[src/rtl/hw_sby_pkg.sv]
package hw_sby_pkg;
  typedef enum logic [1:0] {
    ST_START = 2'd0,
    ST_RUN   = 2'd1,
    ST_WAKE  = 2'd2,
    ST_HWSBY = 2'd3
  } sby_state_e;
endpackage

[src/rtl/hw_sby_sync.sv]
module hw_sby_sync #(
  parameter int           W    = 1,
  parameter logic [W-1:0] INIT = '0
) (
  input  logic         clk,
  input  logic         rst_n,
  input  logic [W-1:0] d,
  output logic [W-1:0] q
);
  logic [W-1:0] meta;

  always_ff @(posedge clk or negedge rst_n) begin
    if (!rst_n) begin
      meta <= INIT;
      q    <= INIT;
    end else begin
      meta <= d;
      q    <= meta;
    end
  end
endmodule

[src/rtl/hw_sby_settle_timer.sv]
module hw_sby_settle_timer #(
  parameter int CYCLES = 4096
) (
  input  logic clk,
  input  logic rst_n,
  input  logic run,
  input  logic clear,
  output logic stable
);
  localparam int CW = $clog2(CYCLES + 1);
  localparam logic [CW-1:0] LIMIT = CW'(CYCLES);

  logic [CW-1:0] cnt;

  always_ff @(posedge clk or negedge rst_n) begin
    if (!rst_n)                    cnt <= '0;
    else if (clear)                cnt <= '0;
    else if (run && cnt != LIMIT)  cnt <= cnt + 1'b1;
  end

  assign stable = (cnt == LIMIT);
endmodule

[src/rtl/hw_sby_outmap.sv]
module hw_sby_outmap
  import hw_sby_pkg::*;
(
  input  sby_state_e state,
  input  logic       sw_standby,
  input  logic       wdt_exit_active,
  input  logic       status_hiz_sel,
  input  logic       irq_req,
  input  logic       mrst_req,
  output logic       cpu_clk_en,
  output logic       per_clk_en,
  output logic       osc_en,
  output logic       pad_oe,
  output logic       pad_pu,
  output logic       status_oe,
  output logic       irq_out,
  output logic       mrst_out
);
  logic in_sby;
  assign in_sby = (state == ST_HWSBY);

  always_comb begin
    cpu_clk_en = 1'b0;
    osc_en     = 1'b0;
    unique case (state)
      ST_START: osc_en = 1'b1;
      ST_RUN: begin
        cpu_clk_en = ~sw_standby;
        osc_en     = ~sw_standby | wdt_exit_active;
      end
      ST_WAKE: begin
        cpu_clk_en = 1'b1;
        osc_en     = 1'b1;
      end
      ST_HWSBY: ;
      default: ;
    endcase
  end

  assign per_clk_en = cpu_clk_en;
  assign pad_oe     = ~in_sby;
  assign pad_pu     = ~in_sby;
  assign status_oe  = ~in_sby | ~status_hiz_sel;
  assign irq_out    = irq_req & ~in_sby;
  assign mrst_out   = mrst_req & ~in_sby;
endmodule

[src/rtl/hw_standby_ctrl.sv]
module hw_standby_ctrl
  import hw_sby_pkg::*;
#(
  parameter int SETTLE_CYCLES = 4096
) (
  input  logic clk,
  input  logic rst_n,
  input  logic stby_req_n,
  input  logic por_n,
  input  logic strap_sck,
  input  logic sw_standby,
  input  logic wdt_exit_active,
  input  logic cpu_restart_done,
  input  logic status_hiz_sel,
  input  logic irq_req,
  input  logic mrst_req,
  output logic cpu_clk_en,
  output logic per_clk_en,
  output logic rtc_en,
  output logic osc_en,
  output logic pad_oe,
  output logic pad_pu,
  output logic status_oe,
  output logic irq_out,
  output logic mrst_out,
  output logic clk_stable,
  output logic proto_err
);
  localparam int          NSYNC     = 3;
  localparam logic [NSYNC-1:0] SYNC_INIT = 3'b001; // request idles high

  logic [NSYNC-1:0] sync_q;
  logic req_s, por_s, strap_s, req_q, req_rise, err_set;
  sby_state_e state, state_nx;

  hw_sby_sync #(.W(NSYNC), .INIT(SYNC_INIT)) u_sync (
    .clk(clk), .rst_n(rst_n),
    .d({strap_sck, por_n, stby_req_n}),
    .q(sync_q)
  );
  assign req_s   = sync_q[0];
  assign por_s   = sync_q[1];
  assign strap_s = sync_q[2];

  always_ff @(posedge clk or negedge rst_n) begin
    if (!rst_n) req_q <= 1'b1;
    else        req_q <= req_s;
  end
  assign req_rise = req_s & ~req_q;

  hw_sby_settle_timer #(.CYCLES(SETTLE_CYCLES)) u_timer (
    .clk(clk), .rst_n(rst_n),
    .run(state == ST_START),
    .clear(state == ST_HWSBY),
    .stable(clk_stable)
  );

  always_comb begin
    state_nx = state;
    err_set  = 1'b0;
    unique case (state)
      ST_START: if (clk_stable && por_s) state_nx = ST_RUN;
      ST_RUN:   if (!req_s) state_nx = wdt_exit_active ? ST_WAKE : ST_HWSBY;
      ST_WAKE:  if (cpu_restart_done) state_nx = ST_HWSBY;
      ST_HWSBY: if (req_rise) begin
        if (!por_s && strap_s) state_nx = ST_START;
        else                   err_set  = 1'b1;
      end
      default:  state_nx = ST_START;
    endcase
  end

  always_ff @(posedge clk or negedge rst_n) begin
    if (!rst_n) begin
      state     <= ST_START;
      proto_err <= 1'b0;
      rtc_en    <= 1'b0;
    end else begin
      state     <= state_nx;
      rtc_en    <= 1'b1;
      if (err_set) proto_err <= 1'b1;
    end
  end

  hw_sby_outmap u_out (
    .state(state), .sw_standby(sw_standby), .wdt_exit_active(wdt_exit_active),
    .status_hiz_sel(status_hiz_sel), .irq_req(irq_req), .mrst_req(mrst_req),
    .cpu_clk_en(cpu_clk_en), .per_clk_en(per_clk_en), .osc_en(osc_en),
    .pad_oe(pad_oe), .pad_pu(pad_pu), .status_oe(status_oe),
    .irq_out(irq_out), .mrst_out(mrst_out)
  );
endmodule

[config.mk]
export PLATFORM = sky130hd
export DESIGN_NAME = hw_standby_ctrl
export DESIGN_NICKNAME = d
export VERILOG_FILES = /design/src/rtl/hw_sby_pkg.sv /design/src/rtl/hw_sby_sync.sv /design/src/rtl/hw_sby_settle_timer.sv /design/src/rtl/hw_sby_outmap.sv /design/src/rtl/hw_standby_ctrl.sv
export SDC_FILE = /design/constraint.sdc
export NUM_CORES = 1
export LEC_CHECK = 0
export ABC_CLOCK_PERIOD_IN_PS = 4900
export BUFFER_PORTS_ARGS = -buffer_cell sky130_fd_sc_hd__buf_4
export CAP_MARGIN = 5
export CORE_MARGIN = 5
export CORE_UTILIZATION = 50
export CTS_CLUSTER_SIZE = 25
export DETAILED_ROUTE_END_ITERATION = 10
export PLACE_DENSITY = 0.7
export SETUP_SLACK_MARGIN = 0.1
export SLEW_MARGIN = 15
export SYNTH_ARGS = -nofsm -noshare
export SYNTH_HDL_FRONTEND = slang
export SYNTH_SLANG_ARGS = --single-unit
export TNS_END_PERCENT = 50
[constraint.sdc]
create_clock -name clk -period 4.9 [get_ports clk]
set_input_delay 0.98 -clock clk [delete_from_list [all_inputs] [get_ports clk]]
set_output_delay 0.98 -clock clk [all_outputs]
set_load 0.02 [all_outputs]
Word-level counts from Yosys, hierarchy flattened
Cells that the tools add are included.
Widths: inputs -> output; s select.

operators by class
  add/subtract/negate cells = 1
  eq/ne operators = 10
  multiplexer cells = 14
  bitwise logic cells = 9
  reduce and logical (&&, ||, !) cells = 8

operators with widths
  kind                   number
  $mux 13                2
  $add 13x1->13 const B  1
  $eq 13x13->1 const B   1
  $ne 13x13->1 const B   1
  $mux 2                 5
  $ne 2x2->1 const B     5
  $pmux 2 s4             1
  $reduce_and 5->1       1
  $eq 2x2->1 const B     2
  $mux 1                 4
  $not 1->1              4
  $pmux 1 s2             2
  $and 1x1->1            3
  $logic_and 1x1->1      3
  $eq 2x1->1 const B     1
  $logic_not 2->1        1
  $or 1x1->1             2
  $reduce_bool 2->1      1
  $reduce_or 2->1        1
  $logic_not 1->1        1

word-level totals
  flip-flop bits (word level) = 24
  input port bits = 11
  output and inout port bits = 11
  logic and storage cells = 49

Logic depth before layout (Yosys ltp)
  depth after elaboration = 5
  mapped depth = 7
  gate-level depth less buffers = 6

Hierarchy
From an unflattened synthesis, not the netlist that was laid out.

unflattened totals
  cells, all modules = 125
  area, all modules = 1315.0 um^2

by module, submodules not included
  module               instances  cells each  area each (um^2)
  hw_sby_settle_timer  1          75          737.0
  hw_standby_ctrl      1          26          291.5
  hw_sby_sync          1          6           152.6
  hw_sby_outmap        1          18          133.9

Least setup slack after synthesis
OpenSTA, ideal clock, no wires.

  path type = in2out
  start point = in sw_standby
  end point = out per_clk_en
  arrival time = 1.654 ns
  required time = 3.920 ns
  path slack = 2.266 ns
  stages = 4
  cell sequence = inv_1 -> a21oi_1 -> nor2b_1 -> buf_4

between the ends
  cells in the longest elaborated chain, start to end = 2

RTL lines
  what             line                   source
  start, declared  hw_standby_ctrl.sv:11  input logic sw_standby,
  $not 1->1        hw_sby_outmap.sv:28    cpu_clk_en = ~sw_standby;
  $pmux 1 s2       hw_sby_outmap.sv:25    unique case (state)
  end, declared    hw_standby_ctrl.sv:18  output logic per_clk_en,

No other way between the ends.

Final worst setup path
  start point = reg state[0]
  end point = out pad_pu

between the ends
  cells in the longest elaborated chain, start to end = 2

RTL lines
  what                    line                   source
  start, declared         hw_standby_ctrl.sv:34  sby_state_e state, state_nx;
  start signal, assigned  hw_standby_ctrl.sv:79  state <= state_nx;
  $eq 2x2->1              hw_sby_outmap.sv:20    assign in_sby = (state == ST_HWSBY);
  $not 1->1               hw_sby_outmap.sv:42    assign pad_pu = ~in_sby;
  end, declared           hw_standby_ctrl.sv:22  output logic pad_pu,

No other way between the ends.

==> results.json <==
{
  "outcome": "completed",
  "drc": 0,
  "syn_to_final_growth_pct": 15.6,
  "htree_num_levels": 1,
  "cts_tree": "yes",
  "syn_avg_cell_area_um2": 10.4,
  "place.gp.congestion": 0.849,
  "dp_cells": 165,
  "synth_ff_type": "dfrtp_1",
  "grt_pass1_wl_mm": 3.81,
  "worst_hold_slack_ns": 0.361,
  "ioPinCount": 22,
  "port_buffers": 21,
  "cpLargestDelayFamily": "adder cells",
  "pre_cts_slack_ns": 2.37,
  "max_clock_freq_mhz": 354,
  "die-area_um2": 3610,
  "vias": 914,
  "cp_num_buf_inv": 2,
  "clkSinkCount": 24,
  "arrival_ns": 1.85,
  "worstSetupPathType": "reg -> out",
  "drt_iter0_markers": 19,
  "yosys-top-cells-area": "dfrtp_1, dfstp_2, ha_1",
  "n_fill_cell": 228,
  "ys_ff_latch": 24,
  "max_slew_margin": 0.543,
  "start_util": 0.515,
  "yosysMostFrequentCell": "dfrtp_1",
  "crit_chain": "ha_1, inv_1, buf_4",
  "yosysWarnings": 0,
  "grt_pass1_vias": 894,
  "synth-async-reset-ratio": 1.00,
  "tns_ns": 0,
  "rows": 18,
  "finalHoldViolCount": 0,
  "dr.pass1.iters": 4,
  "cts_resized": 0,
  "antennaDiodeCount": 0,
  "postCtsSetupRepairBufs": 0,
  "cp-start-kind": "register",
  "die_h_um": 60.1,
  "synthCells": 120,
  "p_per_area_nw_per_um2": 472,
  "crit_slowest_cell": "ha_1",
  "final_nets": 157,
  "holdCritPathClass": "reg -> reg",
  "hpwl_mm": 1.65,
  "fin_crit_sh": 0.577,
  "rsz0062_at_grt": "no",
  "ys_types": 40,
  "power.leakage_uw": 0.000682,
  "vdd_drop_max_mv": 0.350,
  "cts_root_buf": "clkbuf_4",
  "timing.rr.start": "state[0]",
  "core-area_um2": 2430,
  "drv_slew": 0,
  "netlist_area_um2": 1250,
  "die_w_um": 60.1,
  "antenna_found_initial": 0,
  "clock_path_buffers": 2,
  "critPathMaxStageDelay_ns": 0.63,
  "wirelength_mm": 2.22,
  "clock_latency_ns": 0.31,
  "grt_max_degree": 25,
  "finalNonFillerCells": 169,
  "fin_crit_ns": 2.83,
  "cp_data_required_time_ns": 3.92,
  "drive_above_1_share": 0.281,
  "drv_cap": 0,
  "vias_per_cell": 5.41,
  "max_slew.worst_pin.slew_ns": 0.685,
  "finClkSkew_ns": 0.0125,
  "clk_pin_slew_worst_paths_ns": 0.12,
  "worstHoldStart": "u_sync.meta[1]",
  "numCtsBuffers": 3,
  "fin_area_um2": 1450,
  "synth_edf_count": 0,
  "overflow": 0,
  "setup_slack_ns": 2.07,
  "synth.largest_area_cell": "dfrtp_1",
  "gr-usage-all-layers": 0.137,
  "syn_nets": 137,
  "path_max_fanout": 19,
  "synth_top_area_frac": 0.419,
  "ant_nets": 0,
  "finalSetupViolCount": 0,
  "worst_setup_path_end_kind": "primary output",
  "synth_seq_area_share": 0.482,
  "placed_area_um2": 1410,
  "cp-startpoint": "state[0]",
  "cts_hold_buf": 0,
  "synthTopCellsByCount": "dfrtp_1, nor2_1, inv_1",
  "wire_per_inst_um": 13.2
}
-- worst paths after layout --
path,endpoint,depth (start not counted),slack [ns]
min,u_sync.q[1],0,0.36
min reg2reg,u_sync.q[1],0,0.36
max reg2reg,state[0],5,2.78
max,pad_pu,3,2.07
min in group asynchronous,u_timer.cnt[1],1,0.54
max in group asynchronous,u_sync.meta[0],1,4.06
-- report_power, final --
| group | leakage (uW) | internal, uW | total [uW] | switching (uW) |
|---|---|---|---|---|
| clock network | 0.0000210 | 45.3 | 102 | 56.4 |
| logic | 0.000358 | 141 | 326 | 185 |
| registers | 0.000303 | 227 | 256 | 28.9 |
| total | 0.000682 | 413 | 684 | 271 |
-- cell usage in the layout (no fill, tap or decap), types with 4 or more instances in the layout --
cell       n
xor2_1     4
a21oi_1    6
nor2_1    12
ha_1       6
nand2_1    5
nand2b_1   4
buf_4     21
nor2b_1    4
inv_1      8
nand3_1    6
dfrtp_1   21
-- metal layers --
metal | track usage | wire, um
met2 | 0.227 | 1040
met3 | 0.0302 | 129
met1 | 0.178 | 1040
met4 | 0.0443 | 13
met5 | 0 | 0
-- metrics by stage --
step | power (uW) | utilization
floorplan | 496 | -
global route | 736 | 0.596
CTS | 693 | 0.596
global placement | 581 | 0.581
finish | 684 | 0.596
detailed placement | 588 | 0.581
-- final cells by class --
| class | instances | area [um^2] | share of cell area |
|---|---|---|---|
| clock buffers | 4 | 36.3 | 0.0250 |
| flip-flops and latches | 24 | 604 | 0.417 |
| inverters | 8 | 30.0 | 0.0207 |
| repair buffers | 21 | 158 | 0.109 |
| well taps | 30 | 37.5 | 0.0259 |
| multi-input cells | 82 | 583 | 0.402 |
-- flip-flops by register name, indices dropped and copies added, names as in the netlist --
register     flops
proto_err        1
req_q            1
rtc_en           1
state            2
u_sync.meta      3
u_sync.q         3
u_timer.cnt     13
-- cells by family (layout without fill, tap and decap cells) --
family,count (synthesis),after routing,synth area share
and+or+nand+nor,48,48,0.236
DFF,24,24,0.482
AOI/OAI and AO/OA,19,19,0.110
buffers and inverters,14,33,0.0529
xor gates and xnor gates,7,7,0.0489
adders and majority gates,6,6,0.0599
other,1,1,0.00299
muxes,1,1,0.00798
Note: power is estimated with default switching activity, not from simulation.
